## src/rtl/dbi_pkg.sv

```systemverilog
package dbi_pkg;
    localparam int unsigned DBI_DATA_W_DEF = 64;
    localparam int unsigned DBI_LANE_W_DEF = 16;
    localparam int unsigned DBI_BEATS_DEF  = 8;
endpackage

```

## src/rtl/dbi_lane_enc.sv

```systemverilog
module dbi_lane_enc #(
    parameter int unsigned LANE_W = 16
) (
    input  logic [LANE_W-1:0] din,
    output logic [LANE_W-1:0] dout,
    output logic              inv
);
    localparam int unsigned CNT_W = $clog2(LANE_W + 1);
    localparam logic [CNT_W-1:0] HALF = CNT_W'(LANE_W / 2);

    logic [CNT_W-1:0] ones;

    // Ones in the true data become low wires, so count them.
    always_comb begin
        ones = '0;
        for (int i = 0; i < LANE_W; i++) begin
            ones = ones + CNT_W'(din[i]);
        end
    end

    assign inv  = (ones > HALF);
    assign dout = inv ? ~din : din;
endmodule

```

## src/rtl/dbi_lane_dec.sv

```systemverilog
module dbi_lane_dec #(
    parameter int unsigned LANE_W = 16
) (
    input  logic [LANE_W-1:0] din,
    input  logic              inv,
    output logic [LANE_W-1:0] dout
);
    assign dout = din ^ {LANE_W{inv}};
endmodule

```

## src/rtl/dbi_beat_ctr.sv

```systemverilog
module dbi_beat_ctr #(
    parameter int unsigned BEATS = 8
) (
    input  logic clk,
    input  logic rst,
    input  logic adv,
    output logic last_beat
);
    localparam int unsigned CNT_W = (BEATS > 1) ? $clog2(BEATS) : 1;
    localparam logic [CNT_W-1:0] LAST = CNT_W'(BEATS - 1);

    logic [CNT_W-1:0] cnt_d, cnt_q;

    always_comb begin
        cnt_d = cnt_q;
        if (adv) begin
            cnt_d = (cnt_q == LAST) ? '0 : cnt_q + 1'b1;
        end
    end

    always_ff @(posedge clk) begin
        if (rst) cnt_q <= '0;
        else     cnt_q <= cnt_d;
    end

    assign last_beat = adv && (cnt_q == LAST);
endmodule

```

## src/rtl/dbi_codec.sv

```systemverilog
module dbi_codec #(
    parameter int unsigned DATA_W = dbi_pkg::DBI_DATA_W_DEF,
    parameter int unsigned LANE_W = dbi_pkg::DBI_LANE_W_DEF,
    parameter int unsigned BEATS  = dbi_pkg::DBI_BEATS_DEF
) (
    input  logic                        clk,
    input  logic                        rst,
    input  logic                        tx_valid,
    input  logic [DATA_W-1:0]           tx_data,
    output logic [DATA_W-1:0]           tx_bus_n,
    output logic [DATA_W/LANE_W-1:0]    tx_inv_n,
    output logic                        tx_beat_vld,
    output logic                        tx_line_done,
    input  logic                        rx_valid,
    input  logic [DATA_W-1:0]           rx_bus_n,
    input  logic [DATA_W/LANE_W-1:0]    rx_inv_n,
    output logic [DATA_W-1:0]           rx_data,
    output logic                        rx_beat_vld,
    output logic                        rx_line_done
);
    localparam int unsigned LANES = DATA_W / LANE_W;

    typedef struct packed {
        logic [DATA_W-1:0] tx_bus_n;
        logic [LANES-1:0]  tx_inv_n;
        logic              tx_vld;
        logic              tx_done;
        logic [DATA_W-1:0] rx_data;
        logic              rx_vld;
        logic              rx_done;
    } codec_st_t;

    localparam codec_st_t ST_RST = '{
        tx_bus_n: '1, tx_inv_n: '1, tx_vld: 1'b0, tx_done: 1'b0,
        rx_data: '0, rx_vld: 1'b0, rx_done: 1'b0
    };

    codec_st_t st_d, st_q;

    logic [DATA_W-1:0] enc_data;
    logic [LANES-1:0]  enc_inv;
    logic [DATA_W-1:0] rx_lvl;
    logic [DATA_W-1:0] dec_data;
    logic              tx_last, rx_last;

    assign rx_lvl = ~rx_bus_n;

    for (genvar k = 0; k < LANES; k++) begin : g_lane
        dbi_lane_enc #(.LANE_W(LANE_W)) u_enc (
            .din  (tx_data[k*LANE_W +: LANE_W]),
            .dout (enc_data[k*LANE_W +: LANE_W]),
            .inv  (enc_inv[k])
        );
        dbi_lane_dec #(.LANE_W(LANE_W)) u_dec (
            .din  (rx_lvl[k*LANE_W +: LANE_W]),
            .inv  (~rx_inv_n[k]),
            .dout (dec_data[k*LANE_W +: LANE_W])
        );
    end

    dbi_beat_ctr #(.BEATS(BEATS)) u_tx_ctr (
        .clk       (clk),
        .rst       (rst),
        .adv       (tx_valid),
        .last_beat (tx_last)
    );

    dbi_beat_ctr #(.BEATS(BEATS)) u_rx_ctr (
        .clk       (clk),
        .rst       (rst),
        .adv       (rx_valid),
        .last_beat (rx_last)
    );

    always_comb begin
        st_d         = st_q;
        st_d.tx_vld  = tx_valid;
        st_d.tx_done = tx_last;
        if (tx_valid) begin
            st_d.tx_bus_n = ~enc_data;
            st_d.tx_inv_n = ~enc_inv;
        end else begin
            st_d.tx_bus_n = '1;
            st_d.tx_inv_n = '1;
        end
        st_d.rx_vld  = rx_valid;
        st_d.rx_done = rx_last;
        if (rx_valid) begin
            st_d.rx_data = dec_data;
        end
    end

    always_ff @(posedge clk) begin
        if (rst) st_q <= ST_RST;
        else     st_q <= st_d;
    end

    assign tx_bus_n     = st_q.tx_bus_n;
    assign tx_inv_n     = st_q.tx_inv_n;
    assign tx_beat_vld  = st_q.tx_vld;
    assign tx_line_done = st_q.tx_done;
    assign rx_data      = st_q.rx_data;
    assign rx_beat_vld  = st_q.rx_vld;
    assign rx_line_done = st_q.rx_done;
endmodule

```

## config.mk

```make
export PLATFORM = sky130hd
export DESIGN_NAME = dbi_codec
export DESIGN_NICKNAME = d
export VERILOG_FILES = /design/src/rtl/dbi_pkg.sv /design/src/rtl/dbi_lane_enc.sv /design/src/rtl/dbi_lane_dec.sv /design/src/rtl/dbi_beat_ctr.sv /design/src/rtl/dbi_codec.sv
export SDC_FILE = /design/constraint.sdc
export NUM_CORES = 1
export LEC_CHECK = 0
export ABC_AREA = 1
export ABC_CLOCK_PERIOD_IN_PS = 4900
export CAP_MARGIN = 15
export CORE_MARGIN = 2
export CORE_UTILIZATION = 35
export CTS_BUF_LIST = sky130_fd_sc_hd__clkbuf_16
export CTS_CLUSTER_DIAMETER = 50
export DETAILED_ROUTE_END_ITERATION = 6
export HOLD_SLACK_MARGIN = 0.05
export PLACE_DENSITY_LB_ADDON = 0.3
export RECOVER_POWER = 25
export SLEW_MARGIN = 0
export SYNTH_ARGS = -nofsm -noshare
export SYNTH_HDL_FRONTEND = slang
export SYNTH_SLANG_ARGS = --single-unit
export TNS_END_PERCENT = 50
```

## constraint.sdc

```tcl
create_clock -name clk -period 4.9 [get_ports clk]
set_clock_uncertainty 0.15 [all_clocks]
set_input_delay 0.98 -clock clk [delete_from_list [all_inputs] [get_ports clk]]
set_output_delay 0.98 -clock clk [all_outputs]
set_load 0.03 [all_outputs]
```

# --- Yosys cells after proc, flatten, opt, wreduce, memory -nomap -nowiden ---
# Index checks and enable logic that the tools add are counted.
classes:
  n_bitwise: 16
  eq_ne: 2
  muxes: 6
  reduce_logical: 3
  addsub: 62
  n_lt_le_gt_ge: 4
op_table:
  columns: ["op", "count"]
  rows:
  - ["5-bit by 1-bit adder with 5-bit output", 56]
  - ["64-bit inverter", 2]
  - ["16-bit 2-to-1 mux", 4]
  - ["16-bit inverter", 4]
  - ["16-bit XOR", 4]
  - ["5-bit by 4-bit greater-than comparator with 1-bit output, second input constant", 4]
  - ["1-bit by 1-bit adder with 2-bit output", 4]
  - ["3-bit by 1-bit adder with 3-bit output, second input constant", 2]
  - ["3-bit equality test, second input constant", 2]
  - ["3-bit 2-to-1 mux", 2]
  - ["1-bit inverter", 5]
  - ["4-bit inverter", 1]
  - ["1-bit logical AND", 2]
  - ["2-bit OR reduction", 1]
word_totals:
  regBits: 142
  output_inout_bits: 136

# --- Depth between registers and ports, before layout ---
# Gate-level depths: netlist (run 1).
logic_depth:
  depth_word: 18
  ltp_mapped: 19

# --- Hierarchy ---
# From an unflattened synthesis (run 1), not the netlist that was laid out.
unflattened:
  cells_unflattened: 1392
  area_unflattened_um2: 8903.5
modules_own_cells:
  columns: ["mod", "instances", "cells_per_inst", "area_each_um2"]
  rows:
  - ["dbi_codec", 1, 628, 4662.0]
  - ["dbi_lane_enc", 4, 113, 694.4]
  - ["dbi_lane_dec", 4, 68, 292.8]
  - ["dbi_beat_ctr", 2, 20, 146.4]

# --- Worst setup path after synthesis (run 1) ---
# No wires, ideal clock.
synth_path:
  kind: "input port to flip-flop"
  startpoint: "input tx_data[32]"
  endpoint: "register st_q, in the netlist tx_bus_n[42]"
  cell_stages: 14
  setup_ns: 0.124
  arrival_time_ns: 4.662
  path_buffers: 1
  setup_slack_ns: -0.036
  cell_sequence: "ha_1 -> inv_1 -> fa_1 -> fa_1 -> fa_1 -> fa_1 -> fa_1 -> fa_1 -> nand4_1 -> nand3_4 -> nand2_4 -> buf_8 -> nand2_2 -> nand3_2"
synth_via:
  elab_chain_len: 18
synth_lines:
  columns: ["item", "line", "source"]
  rows:
  - ["from (decl)", "dbi_codec.sv:9", "input logic [DATA_W-1:0] tx_data,"]
  - ["1-bit by 1-bit adder with 2-bit output", "dbi_lane_enc.sv:17", "ones = ones + CNT_W'(din[i]);"]
  - ["5-bit by 1-bit adder with 5-bit output (14 in a row)", "dbi_lane_enc.sv:17", null]
  - ["5-bit by 4-bit greater-than comparator with 1-bit output", "dbi_lane_enc.sv:21", "assign inv = (ones > HALF);"]
  - ["16-bit 2-to-1 mux", "dbi_lane_enc.sv:22", "assign dout = inv ? ~din : din;"]
  - ["64-bit inverter", "dbi_codec.sv:80", "st_d.tx_bus_n = ~enc_data;"]
  - ["to (signal assigned)", "dbi_codec.sv:95", "else st_q <= st_d;"]
  - ["to (decl)", "dbi_codec.sv:38", "codec_st_t st_d, st_q;"]
# No other way between the ends.
# A chain may end at the register's enable or synchronous reset.

# --- Worst setup path in the final report (run 1) ---
layout_path:
  startpoint: "input tx_data[56]"
  endpoint: "register st_q, in the netlist tx_bus_n[48]"
layout_via:
  elab_chain_len: 11
layout_lines:
  columns: ["item", "line"]
  rows:
  - ["5-bit by 1-bit adder with 5-bit output (8 in a row)", "dbi_lane_enc.sv:17"]
  - ["5-bit by 4-bit greater-than comparator with 1-bit output", "dbi_lane_enc.sv:21"]
  - ["16-bit 2-to-1 mux", "dbi_lane_enc.sv:22"]
  - ["64-bit inverter", "dbi_codec.sv:80"]
# No other way between the ends.

==> results of run 1 <==
[kinds of logic after synthesis]
logic type | Yosys count | share of synthesized area [%]
adder cells (fa/ha/maj) | 64 | 14.3
AND/OR/NAND/NOR | 382 | 23.7
flip-flops | 142 | 36.8
XOR/XNOR | 64 | 7.26
buffers and inverters | 229 | 12.5
AO/OA/AOI/OAI | 78 | 5.46
[worst max-delay path: stages]
cell	delay (ps)
clkdlybuf4s50_1	470
inv_1	60
fa_1	480
fa_1	550
fa_1	430
fa_1	480
fa_2	370
fa_2	540
nand4_2	120
nand3_4	170
nand2_4	110
nand2_1	80
nand3_1	50
[worst min path at each step]
stage | from | to | slack [ps] | depth (start not counted)
5_1_grt | u_rx_ctr.cnt_q[0] | u_rx_ctr.cnt_q[0] | 350 | 1
3_5_place_dp | u_rx_ctr.cnt_q[0] | u_rx_ctr.cnt_q[0] | 320 | 1
4_1_cts | u_tx_ctr.cnt_q[0] | u_tx_ctr.cnt_q[0] | 330 | 1
6_report | u_tx_ctr.cnt_q[0] | u_tx_ctr.cnt_q[0] | 320 | 1
2_1_floorplan | u_rx_ctr.cnt_q[0] | u_rx_ctr.cnt_q[0] | 300 | 1
3_3_place_gp | u_tx_ctr.cnt_q[0] | u_tx_ctr.cnt_q[0] | 320 | 1
[routing by layer]
layer  global-route usage, %  part of all wire, %
met1                    23.5                   42
met2                    32.5                   48
met3                    6.60                  8.4
met4                    4.41                  1.1
met5                       0                 0.12
[through the flow]
step | total power [mW] | hold slack, ps | cells | instance area [um2] | util, %
3_5_place_dp | 4.38 | 315 | 1495 | 10800 | 49.6
2_1_floorplan | 3.48 | 296 | 959 | 7730 | -
6_report | 6.27 | 324 | 1543 | 11700 | 53.8
3_3_place_gp | 4.33 | 318 | 1495 | 10800 | 49.6
5_1_grt | 6.73 | 351 | 1543 | 11700 | 53.8
4_1_cts | 6.23 | 327 | 1538 | 11600 | 53.4
[sequential cells by signal, summed over array words and instances, names as in the netlist]
register,flops
rx_data,64
tx_bus_n,64
tx_inv_n,4
u_rx_ctr.cnt_q,3
u_tx_ctr.cnt_q,3
rx_beat_vld,1
rx_line_done,1
tx_beat_vld,1
tx_line_done,1
[power by group]
group | internal (mW) | switching [mW]
Sequential | 1.36 | 0.0721
Combinational | 1.51 | 2.00
Clock | 0.732 | 0.598
[synthesized netlist by cell type, drive strengths merged]
library cell  count  area share [%]
ha               24             3.9
a21oi             4            0.31
clkbuf           11            0.55
nand3           138              11
buf              39             3.2
nor2            142             6.9
nor3              2            0.13
o21ai            72             5.0
fa               40              10
dfxtp           142              37
nand4             4            0.41
xor2             64             7.3
nand2            96             5.7
inv             179             8.7
a211oi            2            0.19
[what timing repair did]
action / in CTS / in global routing
endpoints found under the setup margin: 68 / 68
pin swaps: 43 / 34
resized for setup: 62 / 35
buffers inserted: 3 / 3
gates cloned: 8 / 2
[layout make-up]
class	count	area, um2	area share (%)
inverter	179	672	5.74
clock inverter	15	176	1.51
clock buffer	17	425	3.63
multi-input combinational	595	4130	35.3
sequential	142	2840	24.3
tap	280	350	2.99
timing repair buffer	315	3110	26.6
==> impl_metrics.ini, run 1 <==
[run_status]
status = finished with violations
violations = max-capacitance violations, max-slew violations

[layout]
fin_nets = 1450
n_antenna_cell = 0
final_common_cell = clkdlybuf4s50_1
drive_above_1_share_pct = 14.1
layout_common_cells = 243 x clkdlybuf4s50_1, 156 x inv_1, 142 x dfxtp_1, 140 x nor2_1, 115 x nand3_1
fill_cells = 2046
syn2layout_area_growth_pct = 51.6

[setup_path]
worstPathRequired_ps = 5010
worstPathArrival_ps = 4900
crit_end = tx_bus_n[48]
endpoint_kind = flop
cp-startpoint = tx_data[56]
reg2reg_slack_ps = 3570
worstRegToRegCells = 5
path_max_fanout = 5
crit_path_start_kind = primary input
r2r-end = u_rx_ctr.cnt_q[0]
rr_startpoint = u_rx_ctr.cnt_q[0]
path_class = in2reg

[cts]
cts_buffer_depth = 2
cts_hold_buf = 0
clk_latency_ps = 410
ctsRootBufferMaster = clkbuf_16
cts_htree_levels = 4
cts_num_sinks = 142
clk_pin_slew_ps = 60
cts_buffers = 17
tritoncts = built

[global_routing]
antenna_found_initial = 2
grt_max_degree = 71
grt_pass1_wl_um = 36000
grt_overflow = 0
grt_pass1_vias = 6903
grt_use_total_pct = 19.1

[floorplan]
rows = 54
start_util_pct = 35.5
coreArea_um2 = 21800
die_area_um2 = 23300
ios = 272
die_height_um = 153
die_w_um = 153

[synthesis]
yosys_warnings = 0
syn_inst = 959
synth.avg_cell_area_um2 = 8.05
yosysSeqAreaShare_pct = 36.8
syn-cell-area_um2 = 7720
syn-num-nets = 1159
synth_cell_types = 29
postSynthRegisterBits = 142

[sta]
hold_violations = 0
period_needed_ps = 4790
setup_viol = 0
fmax_ghz = 0.209
finalCritPeriodShare_pct = 97.8
fin_setup_tns_ps = 0
worst_pin_slew_ps = 3130
rsz0062_at_grt = true
fin_ws_ps = 107
slew_viol_final = 138
slew_headroom_pct = -109

[placed_design]
placement.setup.worst_slack_ps = -693
port_buffers = 271
dp.final_hpwl_um = 15800
gp_congestion = 0.849

[routing]
avgViaCountPerCell = 4.50
antenna_left = 0
drtPass1Iterations = 4
wire_per_inst_um = 14.5
vias = 6951
finalWirelength_um = 22400
post-route-drc-count = 0
first_iter_violations = 345

[min_path]
hold_path_class = reg2reg

[pwr]
p_per_area_nw_per_um2 = 536
leakagePower_nw = 5.61
vdd_drop_max_uv = 281

[flow_run]
drv_cap = 2
Note: power is estimated with default switching activity, not from simulation.
==> inputs of run 2 (changes only) <==
--- a/config.mk
+++ b/config.mk
@@ -6,7 +6,6 @@
 export NUM_CORES = 1
 export LEC_CHECK = 0
 export ABC_AREA = 1
-export ABC_CLOCK_PERIOD_IN_PS = 4900
 export CAP_MARGIN = 15
 export CORE_MARGIN = 2
 export CORE_UTILIZATION = 35
@@ -14,7 +13,7 @@
 export CTS_CLUSTER_DIAMETER = 50
 export DETAILED_ROUTE_END_ITERATION = 6
 export HOLD_SLACK_MARGIN = 0.05
-export PLACE_DENSITY_LB_ADDON = 0.3
+export PLACE_DENSITY = 0.7
 export RECOVER_POWER = 25
 export SLEW_MARGIN = 0
 export SYNTH_ARGS = -nofsm -noshare
==> impl_metrics.ini, run 2 (synthesized netlist as in run 1, its figures left out) <==
[pwr]
leakagePower_nw = 5.58
internal_power_mw = 3.76
p_comb_share_pct = 58.3
switchingPower_mw = 2.70
switching_share_pct = 41.9
pwr-share-clk_pct = 19.5
power.share.sequential_pct = 22.2
vdd_drop_max_uv = 318
p_per_area_nw_per_um2 = 548

[sta]
slew_headroom_pct = -122
fmax_ghz = 0.204
fin_ws_ps = -12.9
worst_pin_slew_ps = 3330
period_needed_ps = 4910
holdWs_ps = 329
finalCritPeriodShare_pct = 100
rsz0062_at_grt = true
hold_violations = 0
slew_viol_final = 71
setup_viol = 1

[cts]
tritoncts = built
cts_num_sinks = 142
cts_hold_buf = 0
cts_htree_levels = 4
cts_buffers = 17
ctsRootBufferMaster = clkbuf_16
clk_latency_ps = 420
clk_pin_slew_ps = 60
cts_buffer_depth = 2

[setup_path]
endpoint_kind = flop
path_class = in2reg
reg2reg_slack_ps = 3610
path_max_fanout = 8
cp-startpoint = tx_data[17]
crit_path_start_kind = primary input
rr_startpoint = u_rx_ctr.cnt_q[0]
worstPathRequired_ps = 5020
worstPathArrival_ps = 5030

[routing]
post-route-drc-count = 0
first_iter_violations = 304
wire_per_inst_um = 14.6
finalWirelength_um = 22600
vias = 7040
antenna_left = 0
avgViaCountPerCell = 4.54
drtPass1Iterations = 4

[min_path]
hp-start = u_tx_ctr.cnt_q[0]
hold_path_class = reg2reg

[placed_design]
port_buffers = 271
dp.final_hpwl_um = 15700
gp_congestion = 0.795
placement.setup.worst_slack_ps = -673
place_area_um2 = 10800

[layout]
fin_nets = 1454
syn2layout_area_growth_pct = 52.7
finish.utilization_pct = 54.2
drive_above_1_share_pct = 16.1
design_area_um2 = 11800
layout_common_cells = 241 x clkdlybuf4s50_1, 157 x inv_1, 142 x dfxtp_1, 140 x nor2_1, 110 x nand3_1
final_common_cell = clkdlybuf4s50_1

[global_routing]
grt_max_degree = 71
grt_use_total_pct = 19.4
grt_overflow = 0
grt_pass1_wl_um = 36500
antenna_found_initial = 2
grt_pass1_vias = 7083

[floorplan]
die_w_um = 153
die_area_um2 = 23300
rows = 54
ios = 272
die_height_um = 153
coreArea_um2 = 21800
start_util_pct = 35.5

[run_status]
violations = max-capacitance violations, max-slew violations, negative setup slack
status = finished with violations

[flow_run]
drv_cap = 1
## run 2: worst max-delay path: stages
cell and delay, ps:
buf_8 100, ha_4 250, inv_2 30, fa_1 570, fa_1 450, fa_1 530, fa_1 430, fa_2 390
fa_2 580, nand4_1 140, nand3_4 190, buf_12 150, nand2_8 80, nand2_2 100, nand3_2 60
## run 2: area by class of cell
class / instances / area, um2
sequential: 142 / 2840
tap: 280 / 350
timing repair buffer: 321 / 3170
antenna: 2 / 5.00
inverter: 179 / 672
clock buffer: 17 / 425
clock inverter: 15 / 138
multi-input combinational: 593 / 4190
fill: 2006 / 9960
## run 2: final timing paths
check / to / cells past startpoint
worst max-delay path: tx_bus_n[30] / 15
worst min-delay path: u_tx_ctr.cnt_q[0] / 1
worst max register to register: u_rx_ctr.cnt_q[0] / 5
worst min register to register: u_tx_ctr.cnt_q[0] / 1
## run 2: what timing repair did
| item | 4_1_cts | 5_1_grt |
|---|---|---|
| gates resized for setup | 88 | 40 |
| buffers inserted | 12 | 2 |
| pin swaps | 45 | 37 |
| cloned | 8 | 0 |
| endpoints found under the hold margin | 0 | 0 |
| endpoints found under the setup margin | 68 | 68 |
## run 2: metrics by stage
stage | total power, mW | setup TNS (ps) | std cells
after floorplan | 3.48 | -88.1 | 959
after global placement | 4.33 | -37470 | 1494
after detailed placement | 4.39 | -40270 | 1494
after CTS | 6.46 | 0 | 1545
after global routing | 6.90 | -1970 | 1548
final | 6.46 | -12.9 | 1549
## run 2: layer usage
metal	vias to the layer above	track usage, %	wire length (um)
met5	-	0	0
met4	0	6.57	571
met3	35	5.26	1700
met2	240	33.7	10900
met1	3226	23.3	9350
li1	3539	-	-
## run 2: power by group through the flow
stage | Sequential, mW | Clock (mW) | Combinational (mW)
6_report | 1.44 | 1.26 | 3.76
5_1_grt | 1.46 | 1.35 | 4.10
3_3_place_gp | 1.46 | 0 | 2.87
2_1_floorplan | 1.86 | 0 | 1.62
3_5_place_dp | 1.46 | 0 | 2.93
4_1_cts | 1.44 | 1.30 | 3.72
==> inputs of run 3 (changes only) <==
--- a/config.mk
+++ b/config.mk
@@ -15,6 +15,7 @@
 export HOLD_SLACK_MARGIN = 0.05
 export PLACE_DENSITY = 0.7
 export RECOVER_POWER = 25
+export SETUP_SLACK_MARGIN = 0.2
 export SLEW_MARGIN = 0
 export SYNTH_ARGS = -nofsm -noshare
 export SYNTH_HDL_FRONTEND = slang
==> impl_metrics.ini, run 3 (synthesized netlist as in run 1, its figures left out) <==
[floorplan]
coreArea_um2 = 21800
ios = 272
die_area_um2 = 23300
die_w_um = 153
start_util_pct = 35.5
rows = 54
die_height_um = 153

[sta]
slew_viol_final = 71
hold_violations = 0
period_needed_ps = 4780
fmax_ghz = 0.209
fin_setup_tns_ps = 0
setup_viol = 0
rsz0062_at_grt = true
slew_headroom_pct = -118
worst_pin_slew_ps = 3270
finalCritPeriodShare_pct = 97.5

[placed_design]
port_buffers = 271
gp_congestion = 0.803
dp.final_hpwl_um = 16300

[global_routing]
grt_pass1_vias = 7087
grt_use_total_pct = 20.1
grt_max_degree = 71
grt_pass1_wl_um = 37500
grt_overflow = 0
antenna_found_initial = 0

[layout]
fin_nets = 1464
layout_common_cells = 241 x clkdlybuf4s50_1, 153 x inv_1, 142 x dfxtp_1, 140 x nor2_1, 87 x nand3_1
final_common_cell = clkdlybuf4s50_1
drive_above_1_share_pct = 20.7
n_antenna_cell = 0
syn2layout_area_growth_pct = 58.7
fill_cells = 1967

[run_status]
status = finished with violations
violations = max-capacitance violations, max-slew violations

[min_path]
min_delay_path_depth = 1
hp-start = u_tx_ctr.cnt_q[0]
min_to = u_tx_ctr.cnt_q[0]
hold_path_class = reg2reg

[cts]
cts_hold_buf = 0
clk_pin_slew_ps = 60
cts_buffers = 17
tritoncts = built
clk_latency_ps = 410
ctsRootBufferMaster = clkbuf_16
cts_num_sinks = 142
cts_htree_levels = 4
cts_buffer_depth = 2

[pwr]
internal_power_mw = 3.95
p_per_area_nw_per_um2 = 567
vdd_drop_max_uv = 426
switchingPower_mw = 3.00
power.share.sequential_pct = 20.7
pwr-share-clk_pct = 18.1
fin_total_pwr_mw = 6.94
p_comb_share_pct = 61.1
switching_share_pct = 43.2
leakagePower_nw = 5.75

[setup_path]
path_max_fanout = 8
rr_startpoint = u_rx_ctr.cnt_q[0]
worstPathArrival_ps = 4890
endpoint_kind = flop
crit_path_start_kind = primary input
worstPathRequired_ps = 5020
path_class = in2reg
reg2reg_slack_ps = 3570
r2r-end = u_rx_ctr.cnt_q[0]
worstRegToRegCells = 5

[routing]
finalWirelength_um = 23600
post-route-drc-count = 0
first_iter_violations = 327
drtPass1Iterations = 4
avgViaCountPerCell = 4.56
antenna_left = 0
wire_per_inst_um = 15.1
vias = 7102

[flow_run]
drv_cap = 1
==> run 3: changes by cell type in the layout (fill, tap and decap cells not counted), moves of 6 or more <==
cell,before,now
nand3_1,110,87
nand2_1,54,33
nand3_2,24,44
nand2_2,37,51
clkdlybuf4s15_1,0,7
nand2_4,4,10
==> run 3: final cells by class <==
| cell class | instances | area (um2) | area share, % |
|---|---|---|---|
| clock inverter | 15 | 143 | 1.16 |
| tap | 280 | 350 | 2.86 |
| sequential | 142 | 2840 | 23.2 |
| inverter | 179 | 672 | 5.48 |
| multi-input combinational | 596 | 4500 | 36.8 |
| clock buffer | 17 | 425 | 3.47 |
| timing repair buffer | 328 | 3320 | 27.1 |
==> run 3: how the worst max path moves through the flow <==
stage | start | endpoint | slack [ps] | depth (start not counted)
final | tx_data[17] | tx_bus_n[18] | 120 | 14
after global routing | tx_data[1] | tx_bus_n[13] | -30 | 15
after CTS | tx_data[32] | tx_bus_n[36] | 10 | 15
after detailed placement | tx_data[1] | tx_bus_n[12] | -610 | 16
after global placement | tx_data[1] | tx_bus_n[7] | -570 | 15
after floorplan | tx_data[49] | tx_bus_n[54] | 70 | 14
==> run 3: power by group through the flow <==
stage          clock (mW)  sequential (mW)  combinational [mW]
2_1_floorplan           0             1.86                1.67
3_3_place_gp            0             1.46                2.92
3_5_place_dp            0             1.46                2.97
4_1_cts              1.30             1.44                3.97
5_1_grt              1.35             1.46                4.59
6_report             1.26             1.44                4.24
==> run 3: timing repair <==
action	in CTS	in global routing
gates resized for setup	131	73
gates cloned	11	0
buffers inserted	14	4
endpoints found under the hold margin	0	0
pin swaps	52	69
setup endpoints to repair	68	68
==> run 3: stage by stage <==
stage	area, um2	util, %	hold slack, ps	setup WS (ps)	cells
after global routing	12300	56.3	358	-28.4	1557
after floorplan	7800	-	296	67.1	959
after detailed placement	10900	50.0	318	-613	1496
after CTS	12000	54.9	334	14.5	1553
after global placement	10900	50.0	317	-568	1496
final	12300	56.3	336	122	1557
==> run 3: per-layer routing <==
layer  GRT usage, %  wire, um  up-vias
li1               -         -     3568
met1           24.8     10100     3305
met2           35.3     11700      212
met3           5.18      1450       17
met4           4.32       288        0
met5              0         0        -
==> run 3: worst max-delay path, cell delays in order <==
cell	delay, ps
buf_4	120
ha_4	250
inv_2	30
fa_1	540
fa_1	440
fa_1	540
fa_1	440
fa_2	370
fa_2	530
nand4_1	160
nand3_4	200
nand2_4	120
nand2_1	90
nand3_1	60
